## src/rtl/sdm2_pkg.sv

```systemverilog
package sdm2_pkg;

  // Strobes from the control unit to the loop datapath.
  typedef struct packed {
    logic clear;       // synchronous clear of both integrators
    logic advance;     // take one loop step this cycle
    logic fbPositive;  // quantizer decision: feed back +1.0 when high
  } loopStrobe_t;

  // Round half toward +inf, then drop 'shift' fractional bits.
  function automatic logic signed [63:0] roundShift(input logic signed [63:0] prod,
                                                    input int shift);
    logic signed [63:0] half;
    half = 64'sd1 <<< (shift - 1);
    return (prod + half) >>> shift;
  endfunction

endpackage

```

## src/rtl/sdm2_integrator.sv

```systemverilog
module sdm2_integrator
  import sdm2_pkg::*;
#(
  parameter int SW       = 24,
  parameter int SatLimit = 1048576
) (
  input  logic                 clk,
  input  logic                 clear,
  input  logic                 advance,
  input  logic signed [63:0]   delta,
  output logic signed [SW-1:0] state,
  output logic                 clip
);

  localparam logic signed [63:0] LimPos = 64'(SatLimit);
  localparam logic signed [63:0] LimNeg = -64'(SatLimit);

  logic signed [63:0] rawSum;
  logic signed [SW-1:0] nextState;

  always_comb begin
    rawSum = 64'(state) + delta;
    clip   = (rawSum > LimPos) || (rawSum < LimNeg);
    if (rawSum > LimPos)      nextState = SW'(LimPos);
    else if (rawSum < LimNeg) nextState = SW'(LimNeg);
    else                      nextState = SW'(rawSum);
  end

  always_ff @(posedge clk) begin
    if (clear)        state <= '0;
    else if (advance) state <= nextState;
  end

  // state never leaves the clamp window
  a_r6_within_bound: assert property (@(posedge clk) disable iff (clear)
    (64'(state) <= LimPos) && (64'(state) >= LimNeg));

  // no step, no change
  a_r8_hold_state: assert property (@(posedge clk) disable iff (clear)
    !advance |=> $stable(state));

endmodule

```

## src/rtl/sdm2_datapath.sv

```systemverilog
module sdm2_datapath
  import sdm2_pkg::*;
#(
  parameter int IN_W      = 16,
  parameter int IN_FRAC   = 15,
  parameter int SW        = 24,
  parameter int SF        = 16,
  parameter int COEF_FRAC = 14,
  parameter int CoefA1    = 8192,
  parameter int CoefA2    = 8192,
  parameter int CoefB1    = 8192,
  parameter int CoefB2    = 8192,
  parameter int CoefB3    = 16384,
  parameter int CoefC1    = 4574,
  parameter int CoefC2    = 25390,
  parameter int SatLimit  = 1048576
) (
  input  logic                   clk,
  input  loopStrobe_t            strb,
  input  logic signed [IN_W-1:0] sampleIn,
  output logic signed [SW+1:0]   quantIn,
  output logic signed [SW-1:0]   state1,
  output logic signed [SW-1:0]   state2,
  output logic                   clipAny
);

  localparam int NumStages = 2;
  localparam int ShiftIn   = IN_FRAC + COEF_FRAC - SF;
  localparam int ShiftSt   = COEF_FRAC;
  localparam int QW        = SW + 2;
  localparam logic signed [63:0] OneState = 64'sd1 <<< SF;

  logic signed [SW-1:0] stateArr [NumStages];
  logic                 clipArr  [NumStages];
  logic signed [63:0]   deltaArr [NumStages];
  logic signed [63:0]   fbVal;
  logic signed [63:0]   inTerm1, inTerm2;

  always_comb begin
    fbVal   = strb.fbPositive ? OneState : -OneState;
    inTerm1 = roundShift(64'(CoefB1) * 64'(sampleIn), ShiftIn);
    inTerm2 = roundShift(64'(CoefB2) * 64'(sampleIn), ShiftIn);
    quantIn = QW'(roundShift(64'(CoefC2) * 64'(stateArr[1]), ShiftSt)
                + roundShift(64'(CoefB3) * 64'(sampleIn), ShiftIn));
    deltaArr[0] = inTerm1 - roundShift(64'(CoefA1) * fbVal, ShiftSt);
    deltaArr[1] = roundShift(64'(CoefC1) * 64'(stateArr[0]), ShiftSt)
                + inTerm2 - roundShift(64'(CoefA2) * fbVal, ShiftSt);
  end

  for (genvar gi = 0; gi < NumStages; gi++) begin : g_stage
    sdm2_integrator #(.SW(SW), .SatLimit(SatLimit)) u_int (
      .clk    (clk),
      .clear  (strb.clear),
      .advance(strb.advance),
      .delta  (deltaArr[gi]),
      .state  (stateArr[gi]),
      .clip   (clipArr[gi])
    );
  end

  assign state1  = stateArr[0];
  assign state2  = stateArr[1];
  assign clipAny = clipArr[0] | clipArr[1];

  // a +1 decision with a non-positive input must pull state1 down (or hold it at the floor)
  a_r3_feedback_sign: assert property (@(posedge clk) disable iff (strb.clear)
    (strb.advance && strb.fbPositive && (sampleIn <= 0))
      |=> (state1 < $past(state1)) || (64'(state1) == -64'(SatLimit)));

endmodule

```

## src/rtl/sdm2_ctrl.sv

```systemverilog
module sdm2_ctrl
  import sdm2_pkg::*;
#(
  parameter int QW = 26
) (
  input  logic                 clk,
  input  logic                 rst,
  input  logic                 en,
  input  logic signed [QW-1:0] quantIn,
  input  logic                 clipAny,
  output loopStrobe_t          strb,
  output logic                 bitOut,
  output logic                 overflow
);

  logic decision;

  always_comb begin
    decision        = ~quantIn[QW-1];
    strb.clear      = rst;
    strb.advance    = en & ~rst;
    strb.fbPositive = decision;
  end

  always_ff @(posedge clk) begin
    if (rst) begin
      bitOut   <= 1'b0;
      overflow <= 1'b0;
    end else if (en) begin
      bitOut <= decision;
      if (clipAny) overflow <= 1'b1;
    end
  end

  // emitted bit follows the sign of the quantizer input
  a_r1_bit_sign: assert property (@(posedge clk) disable iff (rst)
    en |=> bitOut == $past(quantIn >= 0));

  // flag is raised after a clip and never drops without reset
  a_r7_raise: assert property (@(posedge clk) disable iff (rst)
    (en && clipAny) |=> overflow);
  a_r7_sticky: assert property (@(posedge clk) disable iff (rst)
    overflow |=> overflow);

  // bit holds while idle
  a_r8_hold_bit: assert property (@(posedge clk) disable iff (rst)
    !en |=> $stable(bitOut) && $stable(overflow));

endmodule

```

## src/rtl/sdm2_modulator.sv

```systemverilog
module sdm2_modulator
  import sdm2_pkg::*;
#(
  parameter int IN_W      = 16,
  parameter int IN_FRAC   = 15,
  parameter int SW        = 24,
  parameter int SF        = 16,
  parameter int COEF_FRAC = 14,
  parameter int CoefA1    = 8192,
  parameter int CoefA2    = 8192,
  parameter int CoefB1    = 8192,
  parameter int CoefB2    = 8192,
  parameter int CoefB3    = 16384,
  parameter int CoefC1    = 4574,
  parameter int CoefC2    = 25390,
  parameter int SatLimit  = 1048576
) (
  input  logic                   clk,
  input  logic                   rst,
  input  logic                   en,
  input  logic signed [IN_W-1:0] sampleIn,
  output logic                   bitOut,
  output logic signed [SW+1:0]   quantIn,
  output logic signed [SW-1:0]   state1,
  output logic signed [SW-1:0]   state2,
  output logic                   overflow
);

  localparam int QW = SW + 2;

  loopStrobe_t strb;
  logic        clipAny;

  sdm2_ctrl #(.QW(QW)) u_ctrl (
    .clk     (clk),
    .rst     (rst),
    .en      (en),
    .quantIn (quantIn),
    .clipAny (clipAny),
    .strb    (strb),
    .bitOut  (bitOut),
    .overflow(overflow)
  );

  sdm2_datapath #(
    .IN_W(IN_W), .IN_FRAC(IN_FRAC), .SW(SW), .SF(SF), .COEF_FRAC(COEF_FRAC),
    .CoefA1(CoefA1), .CoefA2(CoefA2), .CoefB1(CoefB1), .CoefB2(CoefB2),
    .CoefB3(CoefB3), .CoefC1(CoefC1), .CoefC2(CoefC2), .SatLimit(SatLimit)
  ) u_dp (
    .clk     (clk),
    .strb    (strb),
    .sampleIn(sampleIn),
    .quantIn (quantIn),
    .state1  (state1),
    .state2  (state2),
    .clipAny (clipAny)
  );

endmodule

```

## config.mk

```make
export PLATFORM = sky130hd
export DESIGN_NAME = sdm2_modulator
export DESIGN_NICKNAME = d
export VERILOG_FILES = /design/src/rtl/sdm2_pkg.sv /design/src/rtl/sdm2_integrator.sv /design/src/rtl/sdm2_datapath.sv /design/src/rtl/sdm2_ctrl.sv /design/src/rtl/sdm2_modulator.sv
export SDC_FILE = /design/constraint.sdc
export NUM_CORES = 1
export LEC_CHECK = 0
export BUFFER_PORTS_ARGS = -buffer_cell sky130_fd_sc_hd__buf_2
export CORE_MARGIN = 10
export CORE_UTILIZATION = 60
export DETAILED_ROUTE_END_ITERATION = 6
export GPL_ROUTABILITY_DRIVEN = 0
export PLACE_DENSITY = 0.85
export SYNTH_ARGS = -nofsm -noshare
export SYNTH_HDL_FRONTEND = slang
export SYNTH_SLANG_ARGS = --single-unit
export TNS_END_PERCENT = 50
```

## constraint.sdc

```tcl
create_clock -name clk -period 16.65 [get_ports clk]
set_clock_uncertainty 0.15 [all_clocks]
set_input_delay 1.665 -clock clk [delete_from_list [all_inputs] [get_ports clk]]
set_output_delay 1.665 -clock clk [all_outputs]
set_load 0.05 [all_outputs]
```

==> results of run 1 <==
## metal layers
metal / up-vias / GRT usage / share of wire
met2: 639 / 0.4009 / 0.48
met4: 0 / 0.08807 / 0.041
met3: 111 / 0.02762 / 0.065
met5: - / 0 / 0
met1: 8711 / 0.3011 / 0.41
li1: 8428 / - / -
## cells by family (layout without fill, tap and decap cells)
group,count (synthesis),in the layout,share of synthesized area
compound gates,483,483,0.1579
xor+xnor,202,202,0.08215
fa+ha+maj,679,679,0.4934
buf+inv,617,686,0.1079
flops,50,50,0.04648
mux,16,16,0.007553
other cells,0,1,0
simple gates,458,458,0.1046
## registers in the layout, indices dropped and copies added, names as in the netlist
signal,cells
u_dp.g_stage.u_int.state,48
u_ctrl.overflow,1
u_ctrl.bitOut,1
## cell type report
type,count,area share
Multi-Input combinational cell,1838,0.8049
Inverter,578,0.09585
Sequential cell,50,0.04422
Tap cell,461,0.02548
Timing Repair Buffer,100,0.02277
Clock buffer,6,0.006136
Clock inverter,2,0.0005528
Antenna cell,1,0.0001106
## critical path: cells and delay by family (launching register included)
kind                       cells  cell delay [ns]
adders and majority gates     11             4.68
AOI/OAI and AO/OA             16             4.28
and+or+nand+nor               10             2.97
buffers and inverters         11             1.09
xor gates and xnor gates       5             0.77
DFF                            1             0.47
## stage by stage
stage | cells | setup WS (ns) | instance area (um2) | hold slack [ns]
after global placement | 3027 | 3.032 | 22480 | 0.3415
after global routing | 3036 | 1.059 | 22640 | 0.3755
after CTS | 3035 | 2.351 | 22630 | 0.3550
after floorplan | 2505 | 2.511 | 21540 | 0.5588
after detailed placement | 3027 | 2.429 | 22480 | 0.3440
final | 3036 | 2.149 | 22640 | 0.3583
## cell usage after synthesis (18+ instances only)
cell type	number	share of area
sky130_fd_sc_hd__nor3_1	33	0.0077
sky130_fd_sc_hd__and3_1	18	0.0052
sky130_fd_sc_hd__xnor2_1	126	0.051
sky130_fd_sc_hd__xor2_1	76	0.031
sky130_fd_sc_hd__nand4_1	23	0.0067
sky130_fd_sc_hd__nand2b_1	32	0.0093
sky130_fd_sc_hd__nor2_1	107	0.019
sky130_fd_sc_hd__a21oi_1	112	0.026
sky130_fd_sc_hd__dfxtp_1	50	0.046
sky130_fd_sc_hd__clkbuf_1	30	0.0052
sky130_fd_sc_hd__nand3_1	50	0.012
sky130_fd_sc_hd__a211oi_1	22	0.0077
sky130_fd_sc_hd__fa_1	284	0.26
sky130_fd_sc_hd__o21ai_0	74	0.017
sky130_fd_sc_hd__a21o_1	76	0.026
sky130_fd_sc_hd__inv_1	576	0.10
sky130_fd_sc_hd__nand2_1	119	0.021
sky130_fd_sc_hd__o31ai_1	25	0.0087
sky130_fd_sc_hd__ha_1	394	0.23
## path summary, 6_finish.rpt
path                              startpoint                              end  slack (ns)  cells past startpoint
max reg2reg  u_dp.g_stage[1].u_int.state[11]  u_dp.g_stage[1].u_int.state[15]        2.15                     53
min                          u_ctrl.overflow                  u_ctrl.overflow        0.36                      2
min reg2reg                  u_ctrl.overflow                  u_ctrl.overflow        0.36                      2
max          u_dp.g_stage[1].u_int.state[11]  u_dp.g_stage[1].u_int.state[15]        2.15                     53
==> results.toml, run 1 <==
[run_status]
status = "finished clean"

[clocking]
hold_fix_buffers_cts = 0
clkLatencyLatePin_ns = 0.30
cts-buffers-inserted = 5
cts_tree = "yes"
path_clk_slew_ns = 0.07
root_buffer = "sky130_fd_sc_hd__clkbuf_16"
clock-sinks = 50
ctsResizeCount = 0
cts_max_path_buffers = 2
cts.htree.levels = 2
postCtsSetupBuffers = 0

[drt]
detail_route.vias_per_cell = 5.892
num_vias = 17890
drt.antenna.violating_nets = 0
remaining_drc_errors = 0
routed_wl_um = 52850
detail_route.iter0.violations = 1369
drtPass1Iterations = 5
average_wire_per_standard_cell_um = 17.41

[cells_and_area]
register_area_um2 = 1001
final_layout_size_suffix_gt1_frac = 0.05750
fin_util = 0.6379
num-fill-cells = 2888
leading_cell_type_in_the_layout_fill_and_taps_excluded = "sky130_fd_sc_hd__inv_1"
multiInputGateArea_um2 = 18220
syn2layout_area_growth_pct = 5.107
most-common-layout-cells = "sky130_fd_sc_hd__inv_1, sky130_fd_sc_hd__ha_1, sky130_fd_sc_hd__fa_1"
finalNetCount = 3270

[yosys]
synth_fp_nets = 3202
yosys_most_used_dff = "sky130_fd_sc_hd__dfxtp_1"
unique_cell_type_count_in_the_yosys_netlist = 85
postSynth.asyncResetShare = 0
synth_edf_count = 0
synth-seq-cells = 50
syn-mean-instance-area_um2 = 8.597
synth_area_um2 = 21540
post_synth_inst_count = 2505
synth_warnings = 0
fraction_of_the_yosys_area_taken_by_sequential_cells = 0.04648

[global_routing]
grt.total_usage = 0.2357
globalRouteOverflowTotal = 0
vias_in_the_first_global_route = 17820
grt_first_pass_wirelength_um = 86950
number_of_antenna_violations_at_the_first_check_in_global_routing = 1
grt_start_max_net_pins = 44

[sta]
maxSlewViolCount = 0
finalCritPeriodShare = 0.8709
worst_pin_slew_ns = 1.123
maxSlewHeadroom = 0.2493
timing.fmax_ghz = 0.06896
finalCriticalPeriod_ns = 14.50
report.final.setup_viol = 0
timing.setup.tns_ns = 0
rsz_0062_raised_after_global_routing = "false"
final-hold-violation-count = 0

[setup_path]
worst-endpoint-arrival_ns = 14.59
cp_max_fo = 16
critical_path_class = "register to register"
worstSetupStartpointType = "register"
crit_top_cell = "sky130_fd_sc_hd__inv_1"
crit_slowest_cell = "sky130_fd_sc_hd__a2111oi_0"
end_kind = "register"
worstPathRequired_ns = 16.74
slowest_delay_ns = 0.65

[die]
fp-row-count = 69
design.portCount = 95
dieArea_um2 = 43870
core_area_um2 = 35480
initial_core_utilization = 0.6069
die_w_um = 209.5
die_h_um = 209.5

[place]
numPortBuffers = 94
post-dp-hpwl_um = 44860

[min_path]
kind_of_path_behind_the_tightest_hold_check = "register to register"

[flow_run]
max-cap-violations = 0
Power of run 1 is not shown: default switching activity piles up to over one toggle a cycle in this logic, so the estimate is an artifact.
==> run 2, diff against run 1 <==
Settings changed: REMOVE_ABC_BUFFERS set to 1.
==> results.toml, run 2 (same netlist as run 1, synthesis figures left out) <==
[global_routing]
groute.layer.met1.usage = 0.3223
grt_use_met3 = 0.03192
number_of_antenna_violations_at_the_first_check_in_global_routing = 0
grt_start_max_net_pins = 24
grt_use_met2 = 0.4142
grt.total_usage = 0.2463
globalRouteOverflowTotal = 0
gr-max-usage-layer = "met2"
grt_first_pass_wirelength_um = 90220
vias_in_the_first_global_route = 17990

[sta]
report.final.setup_viol = 0
finalCriticalPeriod_ns = 14.50
timing.setup.tns_ns = 0
maxSlewHeadroom = 0.3182
finalCritPeriodShare = 0.8711
timing.fmax_ghz = 0.06895
final-hold-violation-count = 0
worst_pin_slew_ns = 1.021
maxSlewViolCount = 0
rsz_0062_raised_after_global_routing = "false"

[die]
design.portCount = 95
dieArea_um2 = 43870
core_area_um2 = 35480
die_w_um = 209.5
die_h_um = 209.5
fp-row-count = 69
initial_core_utilization = 0.6069

[drt]
drt.antenna.violating_nets = 0
detail_route.iter0.violations = 1529
average_wire_per_standard_cell_um = 17.87
drtPass1Iterations = 6
remaining_drc_errors = 0
detail_route.vias_per_cell = 5.877
num_vias = 17850
routed_wl_um = 54280

[cells_and_area]
final_layout_size_suffix_gt1_frac = 0.05823
finalNetCount = 3272
top_register = "u_dp.g_stage.u_int.state"
num-fill-cells = 2836
largest_registers = "u_dp.g_stage.u_int.state x48, u_ctrl.bitOut x1, u_ctrl.overflow x1"
leading_cell_type_in_the_layout_fill_and_taps_excluded = "sky130_fd_sc_hd__inv_1"
syn2layout_area_growth_pct = 5.136
antenna_cells_inserted = 0
most-common-layout-cells = "sky130_fd_sc_hd__inv_1, sky130_fd_sc_hd__ha_1, sky130_fd_sc_hd__fa_1"
number_of_flip_flops_in_the_largest_register = 48

[setup_path]
critPathLaunch = "u_dp.g_stage[1].u_int.state[14]"
slowest_delay_ns = 0.68
end_kind = "register"
crit_slowest_cell = "sky130_fd_sc_hd__nor4_1"
worstSetupStartpointType = "register"
crit_top_cell = "sky130_fd_sc_hd__inv_1"
worstReg2RegStart = "u_dp.g_stage[1].u_int.state[14]"
worst-endpoint-arrival_ns = 14.60
cp_max_fo = 16
worstPathRequired_ns = 16.74
critical_path_class = "register to register"

[clocking]
path_clk_slew_ns = 0.07
hold_fix_buffers_cts = 0
clock-sinks = 50
clkLatencyLatePin_ns = 0.30
cts-buffers-inserted = 5
cts_max_path_buffers = 2
cts_tree = "yes"
postCtsSetupBuffers = 0
root_buffer = "sky130_fd_sc_hd__clkbuf_16"
ctsResizeCount = 0
cts.htree.levels = 2

[place]
post-dp-hpwl_um = 46520
numPortBuffers = 94

[run_status]
status = "finished clean"

[min_path]
kind_of_path_behind_the_tightest_hold_check = "register to register"
min_from = "u_ctrl.overflow"

[flow_run]
max-cap-violations = 0
## run 2: critical path, delay by kind of cell (launching register included)
kind	cells	cell delay [ns]
adders and majority gates	11	4.75
AOI/OAI and AO/OA	19	4.58
and+or+nand+nor	11	3.27
buffers and inverters	8	0.73
DFF	1	0.51
xor gates and xnor gates	2	0.44
## run 2: final cells by class
type | count | area [um2] | area share
Clock buffer | 5 | 125.1 | 0.005526
Sequential cell | 50 | 1001 | 0.04421
Timing Repair Buffer | 102 | 530.5 | 0.02343
Inverter | 578 | 2170 | 0.09582
Multi-Input combinational cell | 1838 | 18210 | 0.8044
Tap cell | 461 | 576.8 | 0.02548
Clock inverter | 3 | 25.02 | 0.001105
## run 2: worst paths after layout
| path | slack [ns] | cells after the start | end |
|---|---|---|---|
| worst max-delay path | 2.15 | 51 | u_dp.g_stage[1].u_int.state[5] |
| worst min-delay path | 0.39 | 2 | u_ctrl.overflow |
| worst min register to register | 0.39 | 2 | u_ctrl.overflow |
| worst max register to register | 2.15 | 51 | u_dp.g_stage[1].u_int.state[5] |
## run 2: stage by stage
step / hold WS [ns] / utilization / setup slack [ns] / std cells / area (um2)
after floorplan: 0.5545 / - / 1.881 / 2466 / 21380
after global placement: 0.3368 / 0.6339 / 3.079 / 3029 / 22490
after detailed placement: 0.3631 / 0.6339 / 2.548 / 3029 / 22490
after CTS: 0.3896 / 0.6381 / 2.441 / 3037 / 22640
after global routing: 0.4128 / 0.6381 / 1.218 / 3037 / 22640
final: 0.3916 / 0.6381 / 2.147 / 3037 / 22640
## run 2: per-layer routing
metal,share of wire,vias up
li1,-,8430
met1,0.42,8729
met2,0.48,593
met3,0.064,95
met4,0.034,0
met5,0,-
Power of run 2 is left out for the same reason.
